$ cat config.mk
export PLATFORM = sky130hd
export DESIGN_NAME = alu16_alu
export DESIGN_NICKNAME = d
export VERILOG_FILES = /design/src/rtl/alu16_pkg.sv /design/src/rtl/alu16_addsub.sv /design/src/rtl/alu16_bitops.sv /design/src/rtl/alu16_flag_reg.sv /design/src/rtl/alu16_cond.sv /design/src/rtl/alu16_alu.sv
export SDC_FILE = /design/constraint.sdc
export NUM_CORES = 1
export LEC_CHECK = 0
export BUFFER_PORTS_ARGS = -buffer_cell sky130_fd_sc_hd__buf_4
export CORE_MARGIN = 8
export CORE_UTILIZATION = 58
export CTS_CLUSTER_DIAMETER = 150
export DETAILED_ROUTE_END_ITERATION = 10
export GPL_ROUTABILITY_DRIVEN = 1
export GPL_TIMING_DRIVEN = 0
export HOLD_SLACK_MARGIN = 0.1
export MAX_ROUTING_LAYER = met4
export PLACE_DENSITY = 0.88
export SLEW_MARGIN = 20
export SYNTH_ARGS = -nofsm -noshare
export SYNTH_HDL_FRONTEND = slang
export SYNTH_SLANG_ARGS = --single-unit
$ cat constraint.sdc
create_clock -name clk_i -period 8 [get_ports clk_i]
set_input_delay 0 -clock clk_i [delete_from_list [all_inputs] [get_ports clk_i]]
set_output_delay 0 -clock clk_i [all_outputs]
set_load 0.02 [all_outputs]
$ cat src/rtl/alu16_pkg.sv
package alu16_pkg;
  typedef enum logic [3:0] {
    OP_ADD = 4'd0,  OP_SUB = 4'd1,  OP_ADC = 4'd2,  OP_SBC = 4'd3,
    OP_AND = 4'd4,  OP_OR  = 4'd5,  OP_XOR = 4'd6,  OP_NOT = 4'd7,
    OP_SHL = 4'd8,  OP_SHR = 4'd9,  OP_ROL = 4'd10, OP_ROR = 4'd11,
    OP_CMP = 4'd12
  } alu_op_e;

  typedef enum logic [2:0] {
    CC_ALW = 3'd0, CC_EQ = 3'd1, CC_NE = 3'd2, CC_GT = 3'd3,
    CC_GE  = 3'd4, CC_LT = 3'd5, CC_LE = 3'd6, CC_NEVER = 3'd7
  } cond_e;

  typedef struct packed {
    logic c;
    logic z;
    logic v;
    logic n;
  } flags_t;
endpackage

$ cat src/rtl/alu16_addsub.sv
module alu16_addsub #(
  parameter int W = 16
) (
  input  logic [W-1:0] a_i,
  input  logic [W-1:0] b_i,
  input  logic         sub_i,
  input  logic         cin_en_i,
  input  logic         cflag_i,
  output logic [W-1:0] sum_o,
  output logic         c_o,
  output logic         v_o
);
  logic [W:0] ext;
  logic       ci;

  always_comb begin
    ci = cin_en_i & cflag_i;
    if (sub_i) begin
      // a - b - ci == a + ~b + (1 - ci); carry out set means no borrow
      ext   = {1'b0, a_i} + {1'b0, ~b_i} + {{W{1'b0}}, ~ci};
      sum_o = ext[W-1:0];
      c_o   = ~ext[W];
      v_o   = (a_i[W-1] ^ b_i[W-1]) & (sum_o[W-1] ^ a_i[W-1]);
    end else begin
      ext   = {1'b0, a_i} + {1'b0, b_i} + {{W{1'b0}}, ci};
      sum_o = ext[W-1:0];
      c_o   = ext[W];
      v_o   = ~(a_i[W-1] ^ b_i[W-1]) & (sum_o[W-1] ^ a_i[W-1]);
    end
  end
endmodule

$ cat src/rtl/alu16_bitops.sv
module alu16_bitops
  import alu16_pkg::*;
#(
  parameter int W = 16
) (
  input  alu_op_e      op_i,
  input  logic [W-1:0] a_i,
  input  logic [W-1:0] b_i,
  output logic [W-1:0] res_o,
  output logic         c_o
);
  always_comb begin
    res_o = '0;
    c_o   = 1'b0;
    unique case (op_i)
      OP_AND: res_o = a_i & b_i;
      OP_OR:  res_o = a_i | b_i;
      OP_XOR: res_o = a_i ^ b_i;
      OP_NOT: res_o = ~a_i;
      OP_SHL: begin res_o = {a_i[W-2:0], 1'b0}; c_o = a_i[W-1]; end
      OP_SHR: begin res_o = {1'b0, a_i[W-1:1]}; c_o = a_i[0];   end
      OP_ROL: res_o = {a_i[W-2:0], a_i[W-1]};
      OP_ROR: res_o = {a_i[0], a_i[W-1:1]};
      default: ;
    endcase
  end
endmodule

$ cat src/rtl/alu16_flag_reg.sv
module alu16_flag_reg
  import alu16_pkg::*;
(
  input  logic   clk_i,
  input  logic   rst_ni,
  input  logic   we_i,
  input  flags_t d_i,
  output flags_t q_o
);
  always_ff @(posedge clk_i or negedge rst_ni) begin
    if (!rst_ni)   q_o <= '0;
    else if (we_i) q_o <= d_i;
  end
endmodule

$ cat src/rtl/alu16_cond.sv
module alu16_cond
  import alu16_pkg::*;
(
  input  flags_t flags_i,
  input  cond_e  cond_i,
  output logic   taken_o
);
  logic lt;

  always_comb begin
    lt = flags_i.n ^ flags_i.v;
    unique case (cond_i)
      CC_ALW:   taken_o = 1'b1;
      CC_EQ:    taken_o = flags_i.z;
      CC_NE:    taken_o = ~flags_i.z;
      CC_GT:    taken_o = ~flags_i.z & ~lt;
      CC_GE:    taken_o = ~lt;
      CC_LT:    taken_o = lt;
      CC_LE:    taken_o = flags_i.z | lt;
      default:  taken_o = 1'b0;
    endcase
  end
endmodule

$ cat src/rtl/alu16_alu.sv
module alu16_alu
  import alu16_pkg::*;
#(
  parameter int DATA_W = 16
) (
  input  logic              clk_i,
  input  logic              rst_ni,
  input  logic              op_valid_i,
  input  logic [3:0]        op_i,
  input  logic [DATA_W-1:0] opa_i,
  input  logic [DATA_W-1:0] opb_i,
  input  logic              flag_we_i,
  input  logic [2:0]        cond_i,
  output logic [DATA_W-1:0] result_o,
  output logic              result_we_o,
  output logic [3:0]        flags_o,
  output logic              branch_taken_o
);
  localparam int MSB = DATA_W - 1;

  alu_op_e           op;
  logic              legal, is_arith, is_sub, cin_en;
  logic [DATA_W-1:0] sum, bit_res;
  logic              as_c, as_v, bo_c;
  flags_t            flags_q, flags_d;

  assign op = alu_op_e'(op_i);

  always_comb begin
    legal    = op_i <= 4'd12;
    is_sub   = op inside {OP_SUB, OP_SBC, OP_CMP};
    is_arith = op inside {OP_ADD, OP_ADC, OP_SUB, OP_SBC, OP_CMP};
    cin_en   = op inside {OP_ADC, OP_SBC};
  end

  alu16_addsub #(.W(DATA_W)) u_addsub (
    .a_i      (opa_i),
    .b_i      (opb_i),
    .sub_i    (is_sub),
    .cin_en_i (cin_en),
    .cflag_i  (flags_q.c),
    .sum_o    (sum),
    .c_o      (as_c),
    .v_o      (as_v)
  );

  alu16_bitops #(.W(DATA_W)) u_bitops (
    .op_i  (op),
    .a_i   (opa_i),
    .b_i   (opb_i),
    .res_o (bit_res),
    .c_o   (bo_c)
  );

  always_comb begin
    result_o  = is_arith ? sum : bit_res;
    flags_d.c = is_arith ? as_c : bo_c;
    flags_d.v = is_arith & as_v;
    flags_d.z = (result_o == '0);
    flags_d.n = result_o[MSB];
  end

  assign result_we_o = op_valid_i & legal & (op != OP_CMP);

  alu16_flag_reg u_flags (
    .clk_i  (clk_i),
    .rst_ni (rst_ni),
    .we_i   (op_valid_i & flag_we_i & legal),
    .d_i    (flags_d),
    .q_o    (flags_q)
  );

  alu16_cond u_cond (
    .flags_i (flags_q),
    .cond_i  (cond_e'(cond_i)),
    .taken_o (branch_taken_o)
  );

  assign flags_o = flags_q;
endmodule

## Word level (Yosys, flattened, before mapping)

Cells that the tools add are included.

| operators by class | value |
|---|---|
| $add $sub $neg | 4 |
| reductions and logical operators | 6 |
| bitwise operators | 24 |
| equal/unequal tests | 19 |
| $lt $le $gt $ge | 1 |
| muxes and demuxes | 8 |

Operator list:

| kind | count |
|---|---|
| 16-bit case mux with 8 select lines | 1 |
| 16-bit by 16-bit adder with 17-bit output | 2 |
| 17-bit by 1-bit adder with 17-bit output | 2 |
| 16-bit two-way mux | 2 |
| 16-bit inverter | 2 |
| 4-bit == test (second input constant) | 5 |
| 16-bit AND | 1 |
| 4-bit by 3-bit == test with 1-bit output (second input constant) | 4 |
| 16-bit zero test | 1 |
| 16-bit bitwise OR | 1 |
| 16-bit bitwise XOR | 1 |
| 1-bit AND | 9 |
| 3-bit == test (second input constant) | 3 |
| 4-bit by 2-bit == test with 1-bit output (second input constant) | 2 |
| 1-bit case mux with 7 select lines | 1 |
| 3-bit by 2-bit == test with 1-bit output (second input constant) | 2 |
| 1-bit inverter | 5 |
| 5-bit nonzero test | 1 |
| 4-bit by 1-bit == test with 1-bit output (second input constant) | 1 |
| 4-bit <= comparator (second input constant) | 1 |
| 4-bit zero test | 1 |
| 4-bit inequality test (second input constant) | 1 |
| 1-bit bitwise XOR | 4 |
| 3-bit by 1-bit == test with 1-bit output (second input constant) | 1 |
| other kinds (6) | 8 |

| storage, ports and cells | value |
|---|---|
| logic and storage cells | 66 |
| register bits after elaboration | 4 |

## Depth between registers and ports, before layout

Gate-level depths: netlist (run 1).

| logic depth | value |
|---|---|
| depth in word-level cells | 9 |
| mapped depth | 16 |

## Cells and area by module

From an unflattened synthesis (run 1), not the netlist that was laid out.

| unflattened totals | value |
|---|---|
| cell total of the unflattened synthesis | 531 |
| area, all modules | 3871.2 um^2 |

Modules (own cells, without submodules):

| module | sequential area each (um^2) | area an instance (um^2) | instances | cells an instance |
|---|---|---|---|---|
| alu16_addsub | 0.0 | 1661.6 | 1 | 237 |
| alu16_bitops | 0.0 | 1416.4 | 1 | 188 |
| alu16_alu | 0.0 | 570.5 | 1 | 89 |
| alu16_flag_reg | 100.1 | 145.1 | 1 | 8 |
| alu16_cond | 0.0 | 77.6 | 1 | 9 |

## Least setup slack after synthesis (run 1)

Ideal clock, no wire load.

| timing | value |
|---|---|
| kind | in2reg |
| from | input port op_i[1] |
| to | register u_flags.q_o[2] in the netlist's numbering |
| data required time | 7908 ps |
| path slack | 4259 ps |
| path buffers | 2 |
| library setup time | 92 ps |
| stages on the path | 16 |
| arrival | 3649 ps |
| cell sequence | clkbuf_1 > buf_2 > and3_1 > inv_1 > fa_1 > fa_1 > nor3b_1 > a2111oi_0 > a21oi_1 > xnor2_1 > a211o_1 > nor4_1 > or4b_1 > nor4b_2 > nand4bb_1 > o31ai_2 |

| between the ends | value |
|---|---|
| word-level cells in the longest chain between the ends | 8 |

Ends and longest elaborated chain:

| what | RTL line | RTL |
|---|---|---|
| from (decl) | alu16_alu.sv:9 | `input logic [3:0] op_i,` |
| 4-bit by 2-bit == test with 1-bit output, on equally long branches | alu16_alu.sv:32, alu16_alu.sv:33, alu16_alu.sv:31 |  |
| 2-bit nonzero test | alu16_alu.sv:33 | `cin_en = op inside {OP_ADC, OP_SBC};` |
| 1-bit AND | alu16_addsub.sv:17 | `ci = cin_en_i & cflag_i;` |
| 1-bit inverter | alu16_addsub.sv:20 | `ext = {1'b0, a_i} + {1'b0, ~b_i} + {{W{1'b0}}, ~ci};` |
| 17-bit by 1-bit adder with 17-bit output | alu16_addsub.sv:20 |  |
| 16-bit two-way mux | alu16_addsub.sv:18 | `if (sub_i) begin` |
| 16-bit two-way mux | alu16_alu.sv:56 | `result_o = is_arith ? sum : bit_res;` |
| 16-bit zero test | alu16_alu.sv:59 | `flags_d.z = (result_o == '0);` |
| to (signal assigned) | alu16_flag_reg.sv:12 | `else if (we_i) q_o <= d_i;` |
| to (decl) | alu16_flag_reg.sv:8 | `output flags_t q_o` |

Parallel ways exist; a longest one is shown, timed or not.
A chain may end at the register's enable or synchronous reset.

## Worst setup path after layout (run 1)

Ends and elaborated chain as after synthesis.

==> results of run 1 <==
==> cell usage in the layout, fill, tap and decap left out, types with 6 or more instances in the layout <==
master | netlist | layout
sky130_fd_sc_hd__nor2b_1 | 11 | 11
sky130_fd_sc_hd__nand3_1 | 8 | 8
sky130_fd_sc_hd__a211oi_1 | 15 | 15
sky130_fd_sc_hd__o22ai_1 | 10 | 10
sky130_fd_sc_hd__nor3_1 | 12 | 12
sky130_fd_sc_hd__clkbuf_1 | 18 | 18
sky130_fd_sc_hd__ha_1 | 47 | 47
sky130_fd_sc_hd__a21oi_1 | 27 | 27
sky130_fd_sc_hd__nand2_1 | 29 | 29
sky130_fd_sc_hd__o21ai_0 | 27 | 27
sky130_fd_sc_hd__o211ai_1 | 6 | 6
sky130_fd_sc_hd__inv_1 | 46 | 46
sky130_fd_sc_hd__buf_4 | 4 | 67
sky130_fd_sc_hd__xnor2_1 | 7 | 7
sky130_fd_sc_hd__nand2b_1 | 7 | 7
sky130_fd_sc_hd__nor2_1 | 35 | 35
sky130_fd_sc_hd__mux2i_1 | 13 | 13
sky130_fd_sc_hd__buf_2 | 9 | 9
==> critical path: stages <==
cell                        delay [ps]
sky130_fd_sc_hd__buf_4              90
sky130_fd_sc_hd__clkbuf_1          380
sky130_fd_sc_hd__buf_2             350
sky130_fd_sc_hd__and3_1            250
sky130_fd_sc_hd__inv_1              70
sky130_fd_sc_hd__fa_1              410
sky130_fd_sc_hd__fa_1              480
sky130_fd_sc_hd__nor3b_1           170
sky130_fd_sc_hd__a2111oi_0         390
sky130_fd_sc_hd__a21oi_1            90
sky130_fd_sc_hd__xnor2_1           160
sky130_fd_sc_hd__a211o_1           310
sky130_fd_sc_hd__nor4_1            180
sky130_fd_sc_hd__or4b_1            530
sky130_fd_sc_hd__nor4b_2           240
sky130_fd_sc_hd__nand4bb_1         210
sky130_fd_sc_hd__o31ai_2           210
==> cell type report <==
cell class,count,area [sq um]
fillers,487,1600
flip-flops and latches,4,100
well taps,72,90.1
plain buffers,34,169
clock buffers,3,41.3
multi-input cells,371,2780
inverters,47,176
repair buffers,64,483
==> power by group <==
group	switching, mW	total (mW)	internal [mW]
logic	0.169	0.288	0.119
registers	0.00238	0.0255	0.0231
clock network	0.0109	0.0430	0.0321
total	0.182	0.356	0.174
==> layer usage <==
metal / share of wire / GRT usage
met3: 0.089 / 0.0449
met4: 0.021 / 0.0735
met2: 0.47 / 0.438
met1: 0.42 / 0.325
met5: 0 / -
==> timing repair <==
item | in CTS | in global routing
endpoints found under the hold margin | 4 | 0
gates resized for setup | 0 | 0
setup buffers | 0 | 0
hold buffers | 1 | 0
==> worst max path at each step <==
stage,start,end,cells past startpoint
3_5_place_dp,op_i[1],u_flags.q_o[2],17
6_report,op_i[1],u_flags.q_o[2],17
2_1_floorplan,op_i[1],u_flags.q_o[2],16
4_1_cts,op_i[1],u_flags.q_o[2],17
5_1_grt,op_i[1],u_flags.q_o[2],17
3_3_place_gp,op_i[1],u_flags.q_o[2],17
==> per-stage QoR <==
stage               power, mW   util  instance area [sq um]  setup WS, ps  std cells
floorplan               0.210      -                   3220          4260        456
global placement        0.300  0.695                   3780          3470        591
detailed placement      0.306  0.695                   3780          3350        591
CTS                     0.350  0.705                   3830          3550        595
global route            0.382  0.705                   3830          3320        595
finish                  0.356  0.705                   3830          3610        595
==> cells by family (layout without fill, tap and decap cells) <==
family	count (synthesis)	count (layout)	share of synthesized area
AOI/OAI and AO/OA	157	157	0.342
and+or+nand+nor	133	133	0.217
buffers and inverters	81	148	0.107
adders and majority gates	51	51	0.208
muxes	19	19	0.0649
xor gates and xnor gates	11	11	0.0299
DFF	4	4	0.0311
==> flow_summary.toml, run 1 <==
[worst_setup_path]
r2r_cells = 14
rr_endpoint = "u_flags.q_o[2]"
critPathLaunchType = "input port"
endpoint_kind = "flip-flop"
critical_path.reg2reg.startpoint = "u_flags.q_o[3]"
timing.critical_path.required_ps = 8130
timing.critical_path.arrival_ps = 4520
maximum_fanout_count_along_the_critical_path = 10
criticalPathCategory = "in -> reg"
r2r_slack_ps = 3890

[floorplan]
floorplan.io_pins = 65
std_cell_rows = 27
die_height_um = 90.5
initial_utilization = 0.592
die_area_sq_mm = 0.00819
core_region_area_sq_mm = 0.00544
die_x_um = 90.5

[logic_synthesis]
synth.cell_area_sq_mm = 0.00322
ys_dominant_reg_cell = "sky130_fd_sc_hd__dfrtp_1"
avgSynthCellArea_sq_um = 7.06
netlist_top_cells_count = "sky130_fd_sc_hd__ha_1 (47), sky130_fd_sc_hd__inv_1 (46), sky130_fd_sc_hd__nor2_1 (35), sky130_fd_sc_hd__nand2_1 (29)"
synth.net_count = 550
synth.ff_latch_count = 4
netlist_instances = 456
netlist_top_cells_area = "sky130_fd_sc_hd__ha_1 (18%), sky130_fd_sc_hd__inv_1 (5.4%), sky130_fd_sc_hd__a21oi_1 (4.2%)"
synth_enable_flop_cells = 0
synth.yosys.warnings = 0
synth.distinct_cells = 76
postSynth.asyncResetShare = 1.00
most_frequent_cell_after_synthesis = "sky130_fd_sc_hd__ha_1"
yosys.area.top_type = "sky130_fd_sc_hd__ha_1"
synth_top_cell_area_share = 0.183
synth.yosys.seq_area_share = 0.0311

[pwr]
power-per-cell-area_mw_per_mm2 = 92.9
power.leakage_nw = 1.80
worst_ir_drop_vdd_mv = 0.0769

[hold_path]
hold_depth = 3
min_from = "flag_we_i"
hold_path_end = "u_flags.q_o[1]"
timing.hold.worst.class = "in -> reg"

[timing]
final_max_slew_viol_count = 0
final.setup_skew_ps = 0.977
finish_stage_setup_viols = 0
setup_repair_after_global_routing_missed_its_margin = "false"
setup-tns-final_ps = 0
final.period_utilization = 0.549
fmax_ghz = 0.228
hold_viol = 0
max-slew-margin-rel = 0.454
tightestPinTransition_ps = 817
worst_case_hold_slack_ps = 112
timing.final.crit_period_ps = 4390

[drt]
drt_iter0_drc = 480
wl_per_cell_um = 18.7
detail_route.wirelength_mm = 11.1
final_antenna_violating_net_count = 0
detailedRoute.firstPassIterationCount = 5
drc = 0
vias_per_cell = 6.55
vias = 3900

[grt]
grt_remaining_overflow = 0
grtUsageTotal = 0.266
grt_first_pass_wirelength_mm = 18.1
grt_max_degree = 11
number_of_antenna_violations_at_the_first_check_in_global_routing = 0
first_global_vias = 3744

[clock_tree]
insertion_delay_ps = 220
clk_root_buffer_cell = "sky130_fd_sc_hd__clkbuf_8"
cts_sinks = 4
cts_tree = "built"
clk_pin_slew_ps = 30
clock_path_buffers = 2
clock_tree.htree_level_count = 1
cts_inserted_buffers = 3

[status]
status = "completed"

[final_layout]
num_antenna_cells = 0
largest_register_ffs = 4
reg.largest.list = "u_flags.q_o (4)"
max_flop_register = "u_flags.q_o"
area.growth.synth_to_final_pct = 19.1
final_net_count = 619
drive_above_1_share = 0.184

[place]
detailed_place_hpwl_mm = 8.80
port-buffer-count = 63
place_congestion = 1.02

[run]
count_of_max_cap_constraint_violations = 0
Note: power is estimated with default switching activity, not from simulation.
==> run 2: changes to the inputs <==
--- a/config.mk
+++ b/config.mk
@@ -7,14 +7,14 @@
 export LEC_CHECK = 0
 export BUFFER_PORTS_ARGS = -buffer_cell sky130_fd_sc_hd__buf_4
 export CORE_MARGIN = 8
-export CORE_UTILIZATION = 58
+export CORE_UTILIZATION = 52
 export CTS_CLUSTER_DIAMETER = 150
 export DETAILED_ROUTE_END_ITERATION = 10
 export GPL_ROUTABILITY_DRIVEN = 1
 export GPL_TIMING_DRIVEN = 0
 export HOLD_SLACK_MARGIN = 0.1
 export MAX_ROUTING_LAYER = met4
-export PLACE_DENSITY = 0.88
+export PLACE_DENSITY = 0.83
 export SLEW_MARGIN = 20
 export SYNTH_ARGS = -nofsm -noshare
 export SYNTH_HDL_FRONTEND = slang
==> constraint.sdc (replaced) <==
create_clock -name clk_i -period 3.7 [get_ports clk_i]
set_input_delay 0 -clock clk_i [delete_from_list [all_inputs] [get_ports clk_i]]
set_output_delay 0 -clock clk_i [all_outputs]
set_load 0.02 [all_outputs]
==> run 2 against run 1 <==
The flow now finishes with violations (negative setup slack). Setup slack lost 3700 ps. First-iteration DRC count shrank 28%. Design area grew 2.0%. Critical path depth shrank 3. Combinational power grew 120%. Flip-flop and latch count is the same. Clock power grew 130%. Non-clock buffer count grew 3. Global-route usage shrank 0.68 points. Largest power group unchanged. Highest routed layer unchanged.
==> flow_summary.toml, run 2 (synthesized netlist as in run 1, its figures left out) <==
[clock_tree]
insertion_delay_ps = 230
cts_tree = "built"
clk_pin_slew_ps = 40
clk_root_buffer_cell = "sky130_fd_sc_hd__clkbuf_8"
clock_path_buffers = 2
cts_sinks = 4
clock_tree.htree_level_count = 1
cts_inserted_buffers = 3

[hold_path]
timing.hold.worst.class = "in -> async"

[final_layout]
layout_commonest_cell = "sky130_fd_sc_hd__buf_4"
drive_above_1_share = 0.202
final_cell_mix = "sky130_fd_sc_hd__buf_4 (70), sky130_fd_sc_hd__ha_1 (47), sky130_fd_sc_hd__inv_1 (46)"
final_net_count = 622
largest_register_ffs = 4
max_flop_register = "u_flags.q_o"
count_of_fill_cells_added_during_filler_insertion = 570
reg.largest.list = "u_flags.q_o (4)"
num_antenna_cells = 0
area.growth.synth_to_final_pct = 21.5

[drt]
drc = 0
detailedRoute.firstPassIterationCount = 5
wl_per_cell_um = 19.0
drt_iter0_drc = 345
vias_per_cell = 6.47
final_antenna_violating_net_count = 0
detail_route.wirelength_mm = 11.4
vias = 3891

[worst_setup_path]
worst_path_cell_trace = "and3_4 > inv_1 > fa_2 > fa_2 > nor3b_1 > a2111oi_1 > a21oi_1 > xnor2_1 > a211o_1 > nor4_1 > or4b_4 > nor4b_4 > nand4bb_1 > o31ai_2"
cp_slowest_stage_delay_ps = 510
criticalPathCategory = "reg -> reg"
timing.critical_path.arrival_ps = 3970
maximum_fanout_count_along_the_critical_path = 3
critPathLaunchType = "flip-flop"
critical-path-slowest-cell = "sky130_fd_sc_hd__or4b_4"
timing.critical_path.required_ps = 3830
r2r_cells = 14
endpoint_kind = "flip-flop"
critPathMostFrequentCell = "sky130_fd_sc_hd__fa_2"

[floorplan]
die_area_sq_mm = 0.00897
initial_utilization = 0.541
floorplan.io_pins = 65
die_x_um = 94.7
std_cell_rows = 28
die_height_um = 94.7
core_region_area_sq_mm = 0.00596

[pwr]
worst_ir_drop_vdd_mv = 0.269
power.internal_mw = 0.386
seqPwrFrac = 0.070
power-per-cell-area_mw_per_mm2 = 203
switching_power_mw = 0.409
power.combinational.fraction = 0.804
clkPwrFrac = 0.127
power.leakage_nw = 1.83
post-layout-total-power_mw = 0.794
power_switching_share = 0.514

[timing]
setup_repair_after_global_routing_missed_its_margin = "true"
tightestPinTransition_ps = 811
fmax_ghz = 0.260
hold_viol = 0
final.setup_skew_ps = 0.150
worst_slack_ps = -141
max-slew-margin-rel = 0.455
worst_case_hold_slack_ps = 112
timing.final.crit_period_ps = 3840
finish_stage_setup_viols = 2
final.period_utilization = 1.04
final_max_slew_viol_count = 0

[place]
detailed_place_hpwl_mm = 9.14
place_congestion = 0.961
port-buffer-count = 63

[grt]
grtUsageTotal = 0.259
grt_max_degree = 11
grt_remaining_overflow = 0
grt_first_pass_wirelength_mm = 18.4
first_global_vias = 3788
number_of_antenna_violations_at_the_first_check_in_global_routing = 0

[status]
status = "finished with violations"
violated_checks = "negative setup slack"

[run]
count_of_max_cap_constraint_violations = 0
run 2: area by class of cell:
cell class	instances	area (sq um)	area share
timing repair buffer	67	508	0.130
inverter	47	176	0.0451
sequential	4	100	0.0256
buffer	34	173	0.0441
multi-input combinational	371	2820	0.721
tap	75	93.8	0.0240
clock buffer	3	41.3	0.0106
run 2: power groups by stage:
stage / registers, mW / clock network (mW) / logic (mW)
floorplan: 0.0598 / 0 / 0.394
global placement: 0.0554 / 0 / 0.603
detailed placement: 0.0557 / 0 / 0.612
CTS: 0.0551 / 0.0984 / 0.628
global route: 0.0564 / 0.105 / 0.691
finish: 0.0554 / 0.101 / 0.638
run 2: worst paths after layout:
path | end | slack (ps) | startpoint
worst max register to register | u_flags.q_o[2] | -140 | u_flags.q_o[3]
worst max-delay path | u_flags.q_o[2] | -140 | u_flags.q_o[3]
worst min-delay path | u_flags.q_o[1] | 110 | rst_ni
min in group clk_i | u_flags.q_o[1] | 110 | op_valid_i
max in group asynchronous | u_flags.q_o[2] | 3490 | rst_ni
worst min register to register | u_flags.q_o[1] | 550 | u_flags.q_o[1]
run 2: worst max-delay path, delay by kind of cell (launching register included):
kind,cells,cell delay (ps)
simple gates,6,1420
compound gates,4,960
fa+ha+maj,2,790
flops,1,350
xor+xnor,1,170
buf+inv,1,50
run 2: routing by layer:
layer	GRT usage	vias to the layer above	routed length [um]
li1	-	1824	-
met1	0.324	1856	4870
met2	0.437	194	5500
met3	0.0175	17	853
met4	0.0728	0	193
met5	-	-	0
run 2: metrics by stage:
step                       util  std cells  TNS [ps]  worst slack [ps]  instance area, sq um
after floorplan               -        456         0              68.1                  3220
after global placement    0.636        594     -1350              -603                  3790
after detailed placement  0.636        594     -1270              -593                  3790
after CTS                 0.655        601      -107              -107                  3900
after global routing      0.657        601      -505              -328                  3910
final                     0.657        601      -141              -141                  3910
run 2: what timing repair did:
item                       4_1_cts  5_1_grt
setup buffers                    2        0
hold buffers                     2        0
pin swaps                        4        0
gates resized for setup          9        2
hold endpoints to repair         5        0
setup endpoints to repair        3        2
